<file path="src/rtl/boot_remap_decoder.sv">
module boot_remap_decoder #(
  parameter int          CAPTURE_EDGE = 4,
  parameter logic [31:0] FLASH_BYTES  = 32'h0010_0000,
  parameter logic [31:0] SYS_BYTES    = 32'h0000_7800,
  parameter logic [31:0] SRAM1_BYTES  = 32'h0001_C000,
  parameter logic [31:0] SRAM2_BYTES  = 32'h0000_4000,
  parameter logic [31:0] CTL_BASE     = 32'hA000_0000,
  parameter logic [31:0] CTL_BYTES    = 32'h0000_1000
) (
  input  logic        clk,
  input  logic        rst_n,
  input  logic        standby_exit,
  input  logic        boot_a,
  input  logic        boot_b,
  input  logic        remap_we,
  input  logic [1:0]  remap_wdata,
  input  logic        addr_valid,
  input  logic [31:0] addr,
  output logic [6:0]  tgt_sel,
  output logic [31:0] tgt_offset,
  output logic        bus_err,
  output logic        pin_release,
  output logic        cpu_run
);
  localparam int          CW         = $clog2(CAPTURE_EDGE + 1);
  localparam logic [31:0] ALIAS_SPAN = 32'h0400_0000;
  localparam logic [31:0] FLASH_BASE = 32'h0800_0000;
  localparam logic [31:0] SYS_BASE   = 32'h1FFF_0000;
  localparam logic [31:0] SRAM1_BASE = 32'h2000_0000;
  localparam logic [31:0] SRAM2_BASE = SRAM1_BASE + SRAM1_BYTES;
  localparam logic [1:0]  M_FLASH = 2'b00, M_SYS = 2'b01, M_EXT = 2'b10, M_SRAM1 = 2'b11;
  localparam int T_FLASH = 0, T_SYS = 1, T_SRAM1 = 2, T_SRAM2 = 3, T_EXT1 = 4, T_EXT2 = 5, T_CTL = 6;

  logic [CW-1:0] cnt;
  logic [1:0]    mode;
  logic          run;
  logic [6:0]    hit;
  logic [31:0]   base;

  wire capture = !run && !standby_exit && (cnt == CW'(CAPTURE_EDGE - 1));

  always_ff @(posedge clk or negedge rst_n) begin
    if (!rst_n) begin
      cnt  <= '0;
      run  <= 1'b0;
      mode <= M_FLASH;
    end else if (standby_exit) begin
      cnt <= '0;
      run <= 1'b0;
    end else if (capture) begin
      run  <= 1'b1;
      mode <= {boot_b & boot_a, boot_a};
    end else if (!run) begin
      cnt <= cnt + 1'b1;
    end else if (remap_we) begin
      mode <= remap_wdata;
    end
  end

  always_comb begin
    hit  = '0;
    base = '0;
    if (addr < ALIAS_SPAN) begin
      case (mode)
        M_FLASH: hit[T_FLASH] = (addr < FLASH_BYTES);
        M_SYS:   hit[T_SYS]   = (addr < SYS_BYTES);
        M_SRAM1: hit[T_SRAM1] = (addr < SRAM1_BYTES);
        default: hit[T_EXT1]  = 1'b1;
      endcase
    end else if (addr < 2 * ALIAS_SPAN) begin
      hit[T_EXT2] = (mode == M_EXT);
      base = ALIAS_SPAN;
    end else if (addr - FLASH_BASE < FLASH_BYTES) begin
      hit[T_FLASH] = 1'b1;
      base = FLASH_BASE;
    end else if (addr - SYS_BASE < SYS_BYTES) begin
      hit[T_SYS] = 1'b1;
      base = SYS_BASE;
    end else if (addr - SRAM1_BASE < SRAM1_BYTES) begin
      hit[T_SRAM1] = 1'b1;
      base = SRAM1_BASE;
    end else if (addr - SRAM2_BASE < SRAM2_BYTES) begin
      hit[T_SRAM2] = 1'b1;
      base = SRAM2_BASE;
    end else if (addr - CTL_BASE < CTL_BYTES) begin
      hit[T_CTL] = (mode != M_EXT);
      base = CTL_BASE;
    end
  end

  always_ff @(posedge clk or negedge rst_n) begin
    if (!rst_n) begin
      tgt_sel    <= '0;
      tgt_offset <= '0;
      bus_err    <= 1'b0;
    end else begin
      tgt_sel    <= addr_valid ? hit : '0;
      tgt_offset <= (addr_valid && |hit) ? addr - base : '0;
      bus_err    <= addr_valid && !(|hit);
    end
  end

  assign cpu_run     = run;
  assign pin_release = run;

  AST_STANDBY_HALTS: assert property (@(posedge clk) disable iff (!rst_n) standby_exit |=> !cpu_run);
  AST_MODE_FROM_PINS: assert property (@(posedge clk) disable iff (!rst_n) $rose(cpu_run) |-> mode == {$past(boot_b) & $past(boot_a), $past(boot_a)});
  AST_WRITE_GATED: assert property (@(posedge clk) disable iff (!rst_n) (!cpu_run && !capture) |=> $stable(mode));
  AST_CTL_REFUSED: assert property (@(posedge clk) disable iff (!rst_n) (mode == M_EXT) |=> !tgt_sel[T_CTL]);
  AST_SEL_EXCLUSIVE: assert property (@(posedge clk) disable iff (!rst_n) $onehot0(tgt_sel) && !(bus_err && |tgt_sel));
  AST_ERR_NEEDS_VALID: assert property (@(posedge clk) disable iff (!rst_n) bus_err |-> $past(addr_valid));
endmodule

</file>
<file path="config.mk">
export PLATFORM = sky130hd
export DESIGN_NAME = boot_remap_decoder
export DESIGN_NICKNAME = d
export VERILOG_FILES = /design/src/rtl/boot_remap_decoder.sv
export SDC_FILE = /design/constraint.sdc
export NUM_CORES = 1
export LEC_CHECK = 0
export ABC_AREA = 0
export ABC_CLOCK_PERIOD_IN_PS = 3800
export BUFFER_PORTS_ARGS = -buffer_cell sky130_fd_sc_hd__buf_2
export CAP_MARGIN = 30
export CORE_AREA = 2 2 86 68
export DETAILED_ROUTE_END_ITERATION = 7
export DIE_AREA = 0 0 88 70
export PLACE_DENSITY = 0.84
export SETUP_SLACK_MARGIN = 0.5
export SYNTH_ARGS = -nofsm -noshare
export SYNTH_HDL_FRONTEND = slang
export SYNTH_SLANG_ARGS = --single-unit
</file>
<file path="constraint.sdc">
create_clock -name clk -period 3.8 [get_ports clk]
set_input_delay 1.14 -clock clk [delete_from_list [all_inputs] [get_ports clk]]
set_output_delay 1.14 -clock clk [all_outputs]
set_load 0.03 [all_outputs]
</file>
==> results of run 1 <==
[Yosys cell counts (2+ instances only)]
master     count  share of area (%)
ha_1          22                9.4
nand2b_1       4               0.86
inv_1         19                2.4
nand3b_1       3               0.77
or3_1          3               0.64
o2111ai_1      2               0.60
or2_2          2               0.43
a21o_1         3               0.77
and4_1         3               0.90
o31ai_1        4                1.0
and2_1        21                4.5
a21oi_1       23                3.9
buf_2          2               0.34
a211oi_1       3               0.77
nand4_1        7                1.5
nor3_1        11                1.9
and3_1         5                1.1
xor2_1         3               0.90
o211ai_1       2               0.51
buf_6          2               0.77
xnor2_1        8                2.4
and3b_1        4                1.2
o21ai_0       10                1.7
mux2i_1        2               0.68
buf_4          3               0.77
o21a_1         3               0.77
nor3b_1        3               0.77
or4_1          2               0.51
dfrtp_1       46                 39
nand3_1        4               0.68
nor4_1         3               0.64
nor2b_1        5                1.1
nor2_1        28                3.6
o31a_1         3               0.90
nand2_1       16                2.1
clkbuf_1       5               0.64
nor4b_2        2                1.0
[worst max-delay path, cell delays in order]
cell and delay [ns]:
buf_6 0.10, buf_6 0.12, nor4_4 0.36, nand3_2 0.19, nor3_4 0.30, nor2_1 0.09
ha_1 0.35, nor2b_4 0.18, o211ai_1 0.14, buf_4 0.17, a21oi_4 0.23, o21ai_1 0.17
and3_1 0.19, o31a_1 0.23
[cells by family (layout without fill, tap and decap cells)]
logic type,count (synthesis),in the layout
compound gates,62,62
xor+xnor,12,12
fa+ha+maj,23,23
buf+inv,31,192
flops,46,46
mux,2,2
simple gates,132,132
[repair_timing]
item,CTS,global route
gates resized for setup,43,21
endpoints found under the setup margin,11,29
pin swaps,30,13
setup buffers,16,10
endpoints found under the hold margin,0,0
cloned,0,0
[final cells by class]
cell class / instances / area, sq um
inverters: 19 / 83.8
repair buffers: 165 / 1110
clock inverters: 3 / 43.8
multi-input cells: 231 / 2030
well taps: 78 / 97.6
fillers: 282 / 851
flip-flops and latches: 46 / 1150
clock buffers: 5 / 68.8
[how the worst min path moves through the flow]
stage                   to    from  depth (start not counted)
floorplan           cnt[1]  cnt[1]                          2
global route        cnt[1]  cnt[1]                          2
finish              cnt[1]  cnt[1]                          2
CTS                 cnt[1]  cnt[1]                          2
global placement    cnt[1]  cnt[1]                          2
detailed placement  cnt[1]  cnt[1]                          2
[registers in the layout, indices dropped and copies added (netlist names)]
name / cells
mode: 2
cpu_run: 1
tgt_sel: 7
tgt_offset: 32
cnt: 3
bus_err: 1
[power breakdown]
part / switching (mW) / leakage [nW] / internal, mW
Clock: 0.185 / 0.0585 / 0.198
Combinational: 0.215 / 1.57 / 0.175
Sequential: 0.0369 / 0.632 / 0.517
Total: 0.437 / 2.26 / 0.890
[through the flow]
stage / setup TNS, ns / area [sq um] / setup slack, ns / utilization, % / hold WS, ns
after floorplan: 0 / 3120 / 0.106 / - / 0.443
after global placement: -0.434 / 3950 / -0.0981 / 72.6 / 0.455
after detailed placement: -1.15 / 3950 / -0.192 / 72.6 / 0.465
after CTS: 0 / 4400 / 0.336 / 80.9 / 0.483
after global routing: -0.196 / 4580 / -0.0620 / 84.3 / 0.513
final: 0 / 4580 / 0.0423 / 84.3 / 0.482
[per-layer routing]
metal | up-vias | wire [microns] | global-route usage [%]
met1 | 1574 | 4170 | 39.0
met5 | - | 0 | 0
met3 | 85 | 1030 | 5.56
met2 | 277 | 5100 | 48.7
li1 | 1416 | - | -
met4 | 0 | 652 | 11.3
==> implementation parameters, run 1 <==
Parameter                              Value

Synthesis
  Gate Count Post-Synth    about 310
  Total nets after synthesis    around 370
  Cell variety after synth    54
  Total of flip-flops plus latches after synthesis    46
  Synth async-reset ratio    100%
  Main combinational cell family by area after synthesis    simple AND/OR/NAND/NOR gates
  Average footprint of a synthesized cell    between 9 and 10 sq um
  Number of flops mapped to enable cells by yosys    0
  Most used flip-flop cell after synthesis    dfrtp_1
  Arithmetic-cell share of the synthesized area counting full adders, half adders and majority gates    10.1%
  Area fraction in compound gates after synthesis    between 10 and 15%
  Synthesis warning total    0
  Simple-gate portion of the synthesized area    between 20% and 30%
  Post-synthesis instance area    roughly 3000 sq um
  Fraction of the yosys area taken by sequential cells    39.3%
  Proportion of synthesized area in mux cells    less than 1%
  Post-synthesis share of cell area spent on xor and xnor gates    3.85%

STA
  Number of setup violations in the final report    0
  Final period demand of the worst path    between 3 and 4 ns
  Maximum clock frequency    approximately 0.27 GHz
  Worst slew slack as a fraction of its limit    74.7%
  Clock Skew    0.00997 ns
  Hold Violations, Final    0
  Final count of pins violating max slew    0
  RSZ-0062 raised after global routing    yes
  Pin slew with the least headroom to its limit    approximately 0.38 ns
  Final clock period utilization by the worst path    slightly below 100%

GRT
  Global-route usage over all layers    just under 30%
  Largest net degree at the start of global routing    47
  Wire length of the first global-routing pass    around 14 mm
  Overflow left after global routing    0
  Number of global-route vias before repair    around 3000
  Antenna violations before repair    0

Routing
  Router iterations before antenna repair    6
  Iter 0 DRT Violations    452
  Final ANT Viol Nets    0
  Vias post-DR    3352
  Via/cell ratio    just over 6
  Sum of routed wire length over all layers    11.0 mm
  DRC Markers    0
  Average routed wire per standard cell    approximately 20 microns

Pwr
  Power Dens Cells    roughly 290 nW/um^2
  Total design power    between 1 and 1.5 mW
  Maximum vdd drop    about 220 uV
  Cell leakage power    2.26 nW

Critical path
  RR Endpoint    tgt_offset[30]
  Reg-to-reg critical path startpoint    mode[0]
  Endpoint arrival time on the critical path    approximately 4 ns
  FF-to-FF setup slack    around 1.7 ns
  Critical path launch point type    input port
  Largest driver fanout on the critical path    4
  WS Path Type    in -> reg
  Timing startpoint of the critical path    addr[30]
  Data required time at the worst endpoint    around 4 ns
  Path depth of the worst reg2reg path    6
  Critical Path Sink    tgt_offset[24]
  Critical path capture point type    flop

Die
  Height of the chip    around 70 microns
  Chip width    just under 90 microns
  Floorplan row count    24
  Standard cell core area    5440 sq um
  Effective utilization at floorplan    a little over half
  Total die area    around 6200 sq um
  Number of ports placed on the die boundary    between 80 and 90

Finish
  Most used cells in the layout excluding fill and tap cells    76 x buf_4, 75 x buf_2, 46 x dfrtp_1
  Number of nets in the layout    between 500 and 600
  Most frequent standard cell in the layout excluding fill and tap cells    buf_4
  Area growth from synthesis to final layout    56.7%
  Count of non-filler cells in the finished layout    roughly 550
  Antenna diodes    0
  Share of layout cells above drive strength 1    ~51%

Place
  Instance count after placement with tap cells included    slightly above 500
  Final weighted congestion in routability-driven placement    slightly above 0.9
  Number of I/O port buffers    ~80
  Half-perimeter wire length of the detailed placement result    5.74 mm

CTS
  Master cell of the clock root buffer    clkbuf_8
  Clock tree sinks    46
  TritonCTS buffer count    5
  Number of hold buffers added after CTS    0
  Latest clock arrival within the worst-skew pair    around 0.31 ns
  Maximum level of the CTS H-tree    2
  TritonCTS clock tree    done
  Clock transition time at the flip-flop clock pins of the worst setup and hold paths    ~0.090 ns
  CTS max path bufs    2

Hold path
  Hold crit path type    reg -> reg

Run
  Total of max-cap violations    0

Outcome
  Run status    finished clean
Power figures use the tool's default switching activity.
==> run 2, diff against run 1 <==
CORE_AREA = 2 2 102 80   (was 2 2 86 68)
DIE_AREA = 0 0 104 82   (was 0 0 88 70)
HOLD_SLACK_MARGIN = 0.05   (was unset)
PLACE_DENSITY = unset   (was 0.84)
==> run 2 against run 1 <==
Via count is 12% lower; largest power group unchanged; clock skew is 0.0025 ns lower; worst hold slack hardly changed; non-clock buffer count is 9 higher; utilization is 21 points lower.
==> implementation parameters, run 2 (synthesis gave the netlist of run 1 again) <==
Parameter                              Value

Routing
  DRC Markers    0 (unchanged)
  Router iterations before antenna repair    4 (-2)
  Via/cell ratio    5.05 (-18%)
  Iter 0 DRT Violations    126 (-72%)
  Average routed wire per standard cell    15.2 microns (-24%)
  Final ANT Viol Nets    0 (unchanged)
  Sum of routed wire length over all layers    8.87 mm (-19%)
  Vias post-DR    2942 (-12%)

STA
  Hold Violations, Final    0 (unchanged)
  Final clock period utilization by the worst path    94.3% (-4.6 points)
  Maximum clock frequency    0.279 GHz (+4.8%)
  Setup tns final    0 ns (unchanged)
  Final period demand of the worst path    3.58 ns (-0.173 ns)
  Number of setup violations in the final report    0 (unchanged)
  Final count of pins violating max slew    0 (unchanged)
  Worst slew slack as a fraction of its limit    65.8% (-8.9 points)
  RSZ-0062 raised after global routing    yes
  Pin slew with the least headroom to its limit    0.513 ns (+0.136 ns)
  Clock Skew    0.00749 ns (-0.00248 ns)

Pwr
  Switching share of total power    31.4% (-1.6 points)
  Maximum vdd drop    200 uV (-8.3%)
  Share of total power in the clock network    29.4% (+0.6 points)
  Net switching power    414 uW (-5.3%)
  Proportion of power drawn by combinational gates    29.2% (-0.3 points)
  Internal power contribution    905 uW (+1.7%)
  Cell leakage power    2.36 nW (+4.3%)
  Power Dens Cells    274 nW/um^2 (-5.2%)
  Sequential cell fraction of total power    41.3% (-0.4 points)

Finish
  Most frequent standard cell in the layout excluding fill and tap cells    buf_4
  Final-layout fill cell count    625 (+120%)
  Utilization of the core after routing    63.6% (-21 points)
  Register with the most flip-flops    tgt_offset
  Number of nets in the layout    541 (+1.7%)
  Most used cells in the layout excluding fill and tap cells    80 x buf_4, 73 x buf_2, 46 x dfrtp_1
  Area growth from synthesis to final layout    64.4%
  Largest registers    tgt_offset: 32 flops, tgt_sel: 7 flops, cnt: 3 flops
  Design Area, Final    4810 sq um (+4.9%)
  Antenna diodes    0 (unchanged)
  Flip-flop count of the largest register after layout    32 (unchanged)
  Share of layout cells above drive strength 1    52.5% (+1.6 points)

Critical path
  Cell type of the slowest stage on the worst timing path    fa_2
  WS Path Type    in -> reg
  Cells along the critical path    buf_6 -> and3_4 -> o31ai_4 -> xor2_2 -> nor3_4 -> ha_2 -> fa_2 -> nor2b_4 -> o211ai_1 -> buf_4 -> a21oi_4 -> buf_4 -> o21ai_1 -> and3_1 -> o31a_1
  Critical path capture point type    flop
  Data required time at the worst endpoint    4.00 ns (about the same)
  Endpoint arrival time on the critical path    3.78 ns (-0.18 ns)
  Critical path launch point type    input port
  FF-to-FF setup slack    1.85 ns (+0.16 ns)
  Largest driver fanout on the critical path    3 (-1)
  Peak per-stage delay on the critical path    0.36 ns (about the same)
  Library cell appearing most often on the critical path    buf_4

Die
  Chip width    104 microns (+18%)
  Floorplan row count    28 (+17%)
  Height of the chip    82 microns (+17%)
  Number of ports placed on the die boundary    83 (unchanged)
  Total die area    8530 sq um (+38%)
  Effective utilization at floorplan    38.7% (-15 points)
  Standard cell core area    7570 sq um (+39%)

CTS
  CTS max path bufs    2 (unchanged)
  Latest clock arrival within the worst-skew pair    0.31 ns (about the same)
  Master cell of the clock root buffer    clkbuf_8
  Clock tree sinks    46 (unchanged)
  Maximum level of the CTS H-tree    2 (unchanged)
  TritonCTS buffer count    5 (unchanged)
  Clock transition time at the flip-flop clock pins of the worst setup and hold paths    0.10 ns (about the same)
  TritonCTS clock tree    done
  Number of hold buffers added after CTS    0 (unchanged)

GRT
  Number of global-route vias before repair    2904 (-3.4%)
  Wire length of the first global-routing pass    13.8 mm (-3.9%)
  Largest net degree at the start of global routing    33 (-30%)
  Antenna violations before repair    0 (unchanged)
  Overflow left after global routing    0 (unchanged)
  Global-route usage over all layers    20.4% (-9.4 points)

Place
  Half-perimeter wire length of the detailed placement result    6.15 mm (+7.2%)
  Instance area at placement    4080 sq um (+3.3%)
  Number of I/O port buffers    82 (unchanged)
  Final weighted congestion in routability-driven placement    0.868 (-6.0%)

Hold path
  Hold crit path type    reg -> reg

Outcome
  Run status    finished clean

Run
  Total of max-cap violations    0 (unchanged)
[run 2: changes by cell type in the layout (fill, tap and decap cells not counted), sizes merged]
cell    before  now
clkbuf       6    5
buf        164  174
[run 2: final cells by class]
class | count | area, sq um | area share (%)
clock buffers | 5 | 68.8 | 1.43
clock inverters | 3 | 43.8 | 0.911
inverters | 19 | 83.8 | 1.74
multi-input cells | 231 | 2090 | 43.4
flip-flops and latches | 46 | 1150 | 23.9
well taps | 105 | 131 | 2.73
repair buffers | 174 | 1240 | 25.9
[run 2: path summary, 6_finish.rpt]
path,start,endpoint,depth (start not counted)
min,cnt[2],cnt[2],2
min in group asynchronous,rst_n,tgt_offset[29],1
max in group asynchronous,rst_n,tgt_offset[5],2
min reg2reg,cnt[2],cnt[2],2
max,addr[14],tgt_offset[24],15
max reg2reg,mode[0],tgt_offset[30],6
[run 2: routing by layer]
metal / GRT usage (%) / wire [microns] / vias up / share of wire, %
met5: 0 / 0 / - / 0
met4: 8.24 / 331 / 0 / 3.7
met3: 2.86 / 376 / 22 / 4.2
met2: 35.1 / 4300 / 82 / 48
met1: 26.4 / 3870 / 1405 / 44
li1: - / - / 1433 / -
[run 2: critical path: cells and delay by family]
family / cells / cell delay (ns)
buf+inv: 3 / 0.40
xor+xnor: 1 / 0.24
fa+ha+maj: 2 / 0.55
compound gates: 5 / 0.89
simple gates: 4 / 0.57
[run 2: through the flow]
step,power (mW),hold WS (ns),cells,setup WS [ns]
3_3_place_gp,0.854,0.459,546,-0.0924
6_report,1.32,0.482,583,0.215
2_1_floorplan,0.738,0.443,308,0.106
3_5_place_dp,0.866,0.464,547,-0.173
4_1_cts,1.29,0.484,574,0.318
5_1_grt,1.39,0.519,583,0.102
[run 2: power groups by stage]
stage	Clock, mW	Combinational (mW)	Sequential [mW]
floorplan	0	0.181	0.557
global placement	0	0.301	0.553
detailed placement	0	0.313	0.553
CTS	0.392	0.355	0.543
global route	0.416	0.422	0.550
finish	0.388	0.385	0.545
[run 2: repair_timing]
item                       4_1_cts  5_1_grt
setup buffers                   19        9
resized for setup               57       30
pin swaps                       49       30
setup endpoints to repair       10       30
==> run 3, diff against run 2 <==
ABC_CLOCK_PERIOD_IN_PS = 2950   (was 3800)
PLACE_DENSITY = 0.65   (was unset)
clock period = 2.95 ns   (was 3.8 ns; I/O delays follow)
==> run 3 against run 2 <==
The flow now finishes with violations (negative setup slack); sequential share of layout area down 0.31 points; combinational power up 27%; sequential power up 29%; register-to-register slack worse by 0.90 ns; critical endpoint is now tgt_offset[23]; die area unchanged; first-iteration DRC count up 15%; clock skew about the same; worst hold slack worse by 0.016 ns; setup slack worse by 0.63 ns; wire length up 1.2%; critical path depth up 1.
==> implementation parameters, run 3 (synthesis gave the netlist of run 1 again) <==
Parameter                              Value

Die
  Chip width    104 microns (unchanged)
  Total die area    8530 sq um (unchanged)
  Number of ports placed on the die boundary    83 (unchanged)
  Floorplan row count    28 (unchanged)
  Height of the chip    82 microns (unchanged)
  Standard cell core area    7570 sq um (unchanged)
  Effective utilization at floorplan    38.7% (unchanged)

Finish
  Most used cells in the layout excluding fill and tap cells    94 x buf_4, 77 x buf_2, 46 x dfrtp_1
  Antenna diodes    0 (unchanged)
  Final-layout fill cell count    630 (+0.80%)
  Area growth from synthesis to final layout    66.6%
  Share of layout cells above drive strength 1    54.5% (+2.0 points)
  Flip-flop count of the largest register after layout    32 (unchanged)
  Register with the most flip-flops    tgt_offset
  Largest registers    tgt_offset: 32 flops, tgt_sel: 7 flops, cnt: 3 flops
  Count of non-filler cells in the finished layout    602 (+3.3%)
  Utilization of the core after routing    64.4% (+0.83 points)
  Number of nets in the layout    560 (+3.5%)
  Most frequent standard cell in the layout excluding fill and tap cells    buf_4
  Design Area, Final    4870 sq um (+1.3%)

Critical path
  Cell type of the slowest stage on the worst timing path    ha_1
  Path depth of the worst reg2reg path    7 (+1)
  Critical path capture point type    flop
  Library cell appearing most often on the critical path    buf_6
  FF-to-FF setup slack    0.95 ns (-0.90 ns)
  Top cell family by delay on the critical path    simple AND/OR/NAND/NOR gates
  Peak per-stage delay on the critical path    0.33 ns (-0.03 ns)
  Largest driver fanout on the critical path    3 (unchanged)
  Endpoint arrival time on the critical path    3.58 ns (-0.20 ns)
  WS Path Type    in -> reg
  Data required time at the worst endpoint    3.16 ns (-0.84 ns)
  Cells along the critical path    buf_8 -> buf_6 -> nor4_4 -> nand3_2 -> nor3_4 -> nor2_1 -> ha_1 -> buf_4 -> buf_6 -> o211ai_1 -> a21o_1 -> buf_6 -> a21oi_4 -> o21a_1 -> nor3_2 -> and3b_1
  Critical path launch point type    input port
  Buf/Inv on CP    5 (+2)
  RR Endpoint    tgt_offset[29]
  Reg-to-reg critical path startpoint    mode[0]

GRT
  Overflow left after global routing    0 (unchanged)
  Wire length of the first global-routing pass    14.8 mm (+7.5%)
  Number of global-route vias before repair    3073 (+5.8%)
  Largest net degree at the start of global routing    32 (-3.0%)
  Antenna violations before repair    0 (unchanged)
  Global-route usage over all layers    21.7% (+1.3 points)

CTS
  Latest clock arrival within the worst-skew pair    0.31 ns (about the same)
  Clock tree sinks    46 (unchanged)
  Master cell of the clock root buffer    clkbuf_8
  Maximum level of the CTS H-tree    2 (unchanged)
  Clock transition time at the flip-flop clock pins of the worst setup and hold paths    0.10 ns (about the same)
  TritonCTS clock tree    done
  CTS max path bufs    2 (unchanged)
  TritonCTS buffer count    5 (unchanged)

Pwr
  Sequential cell fraction of total power    44.2% (+2.9 points)
  Share of total power in the clock network    25.3% (-4.1 points)
  Maximum vdd drop    195 uV (-2.3%)
  Net switching power    526 uW (+27%)
  Switching share of total power    32.9% (+1.6 points)
  Internal power contribution    1.07 mW (+18%)
  Proportion of power drawn by combinational gates    30.5% (+1.3 points)
  Power Dens Cells    328 nW/um^2 (+20%)
  Cell leakage power    2.41 nW (+2.1%)

STA
  Clock Skew    0.00794 ns (+0.000453 ns)
  Setup tns final    -3.84 ns (-3.84 ns)
  Smallest setup slack after layout    -0.419 ns (-0.634 ns)
  Maximum clock frequency    a little under 0.3 GHz
  Final period demand of the worst path    about 3.4 ns
  Final clock period utilization by the worst path    114%
  Worst slew slack as a fraction of its limit    72.3% (+6.5 points)
  Pin slew with the least headroom to its limit    0.415 ns (-0.0972 ns)
  Number of setup violations in the final report    14 (+14)
  RSZ-0062 raised after global routing    yes
  Hold Violations, Final    0 (unchanged)
  Final count of pins violating max slew    0 (unchanged)

Outcome
  Run status    complete, but fails checks
  Violated checks    negative setup slack

Place
  Number of I/O port buffers    82 (unchanged)
  Instance count after placement with tap cells included    565 (+3.3%)
  Half-perimeter wire length of the detailed placement result    6.46 mm (+4.9%)
  Final weighted congestion in routability-driven placement    0.858 (-1.2%)
  Instance area at placement    4240 sq um (+4.1%)

Routing
  Vias post-DR    2975 (+1.1%)
  Average routed wire per standard cell    14.9 microns (-2.0%)
  Final ANT Viol Nets    0 (unchanged)
  Iter 0 DRT Violations    145 (+15%)
  DRC Markers    0 (unchanged)
  Via/cell ratio    4.94 (-2.1%)
  Sum of routed wire length over all layers    8.98 mm (+1.2%)
  Router iterations before antenna repair    5 (+1)

Run
  Total of max-cap violations    0 (unchanged)

Hold path
  Hold crit path type    in -> async
-- run 3: cell count changes in the layout (fill, tap and decap cells not counted), moves of 3 or more --
cell and change:
inv_4 -4, buf_4 +14, o21ai_1 -4, buf_8 -3, buf_2 +4, buf_6 +4
-- run 3: worst reg2reg max path, delay by kind of cell, from the launching register on --
family | cells | cell delay (ns)
compound gates | 3 | 0.55
simple gates | 2 | 0.62
buf+inv | 2 | 0.29
flops | 1 | 0.48
-- run 3: what timing repair did --
| action | CTS | global route |
|---|---|---|
| buffers inserted | 23 | 5 |
| hold buffers | 0 | 0 |
| endpoints found under the setup margin | 34 | 35 |
| gates resized for setup | 51 | 20 |
| cloned | 1 | 0 |
| pin swaps | 29 | 14 |
| hold endpoints to repair | 0 | 0 |
-- run 3: layer usage --
metal  GRT usage, %  wire length (microns)  vias up
met3           5.32                    453        9
met1           27.2                   4100     1406
met5              0                      0        -
met4           4.46                     81        0
met2           38.6                   4350       89
li1               -                      -     1471
-- run 3: worst max-delay path by stage --
stage / slack, ns / start / endpoint / cells past startpoint
6_report: -0.42 / addr[28] / tgt_offset[23] / 16
5_1_grt: -0.52 / addr[29] / tgt_offset[30] / 15
4_1_cts: -0.36 / addr[28] / tgt_offset[30] / 14
3_5_place_dp: -0.80 / addr[27] / tgt_offset[24] / 16
3_3_place_gp: -0.67 / addr[28] / tgt_offset[31] / 13
2_1_floorplan: -0.48 / addr[29] / tgt_offset[28] / 15
-- run 3: power groups by stage --
stage                     Clock [mW]  Combinational, mW  Sequential, mW
after global placement             0              0.406           0.712
after global routing           0.448              0.532           0.711
after floorplan                    0              0.240           0.717
final                          0.404              0.488           0.705
after CTS                      0.417              0.469           0.703
after detailed placement           0              0.418           0.715
-- run 3: area by class of cell --
class / instances / area [sq um] / area share, %
tap: 105 / 131 / 2.70
clock buffer: 5 / 68.8 / 1.41
multi-input combinational: 231 / 2050 / 42.1
sequential: 46 / 1150 / 23.6
clock inverter: 3 / 18.8 / 0.385
timing repair buffer: 193 / 1360 / 28.0
inverter: 19 / 85.1 / 1.75
-- run 3: per-stage QoR --
step / hold slack, ns / worst slack (ns) / power [mW]
2_1_floorplan: 0.443 / -0.480 / 0.957
3_3_place_gp: 0.458 / -0.667 / 1.12
3_5_place_dp: 0.467 / -0.801 / 1.13
4_1_cts: 0.477 / -0.362 / 1.59
5_1_grt: 0.486 / -0.522 / 1.69
6_report: 0.466 / -0.419 / 1.60
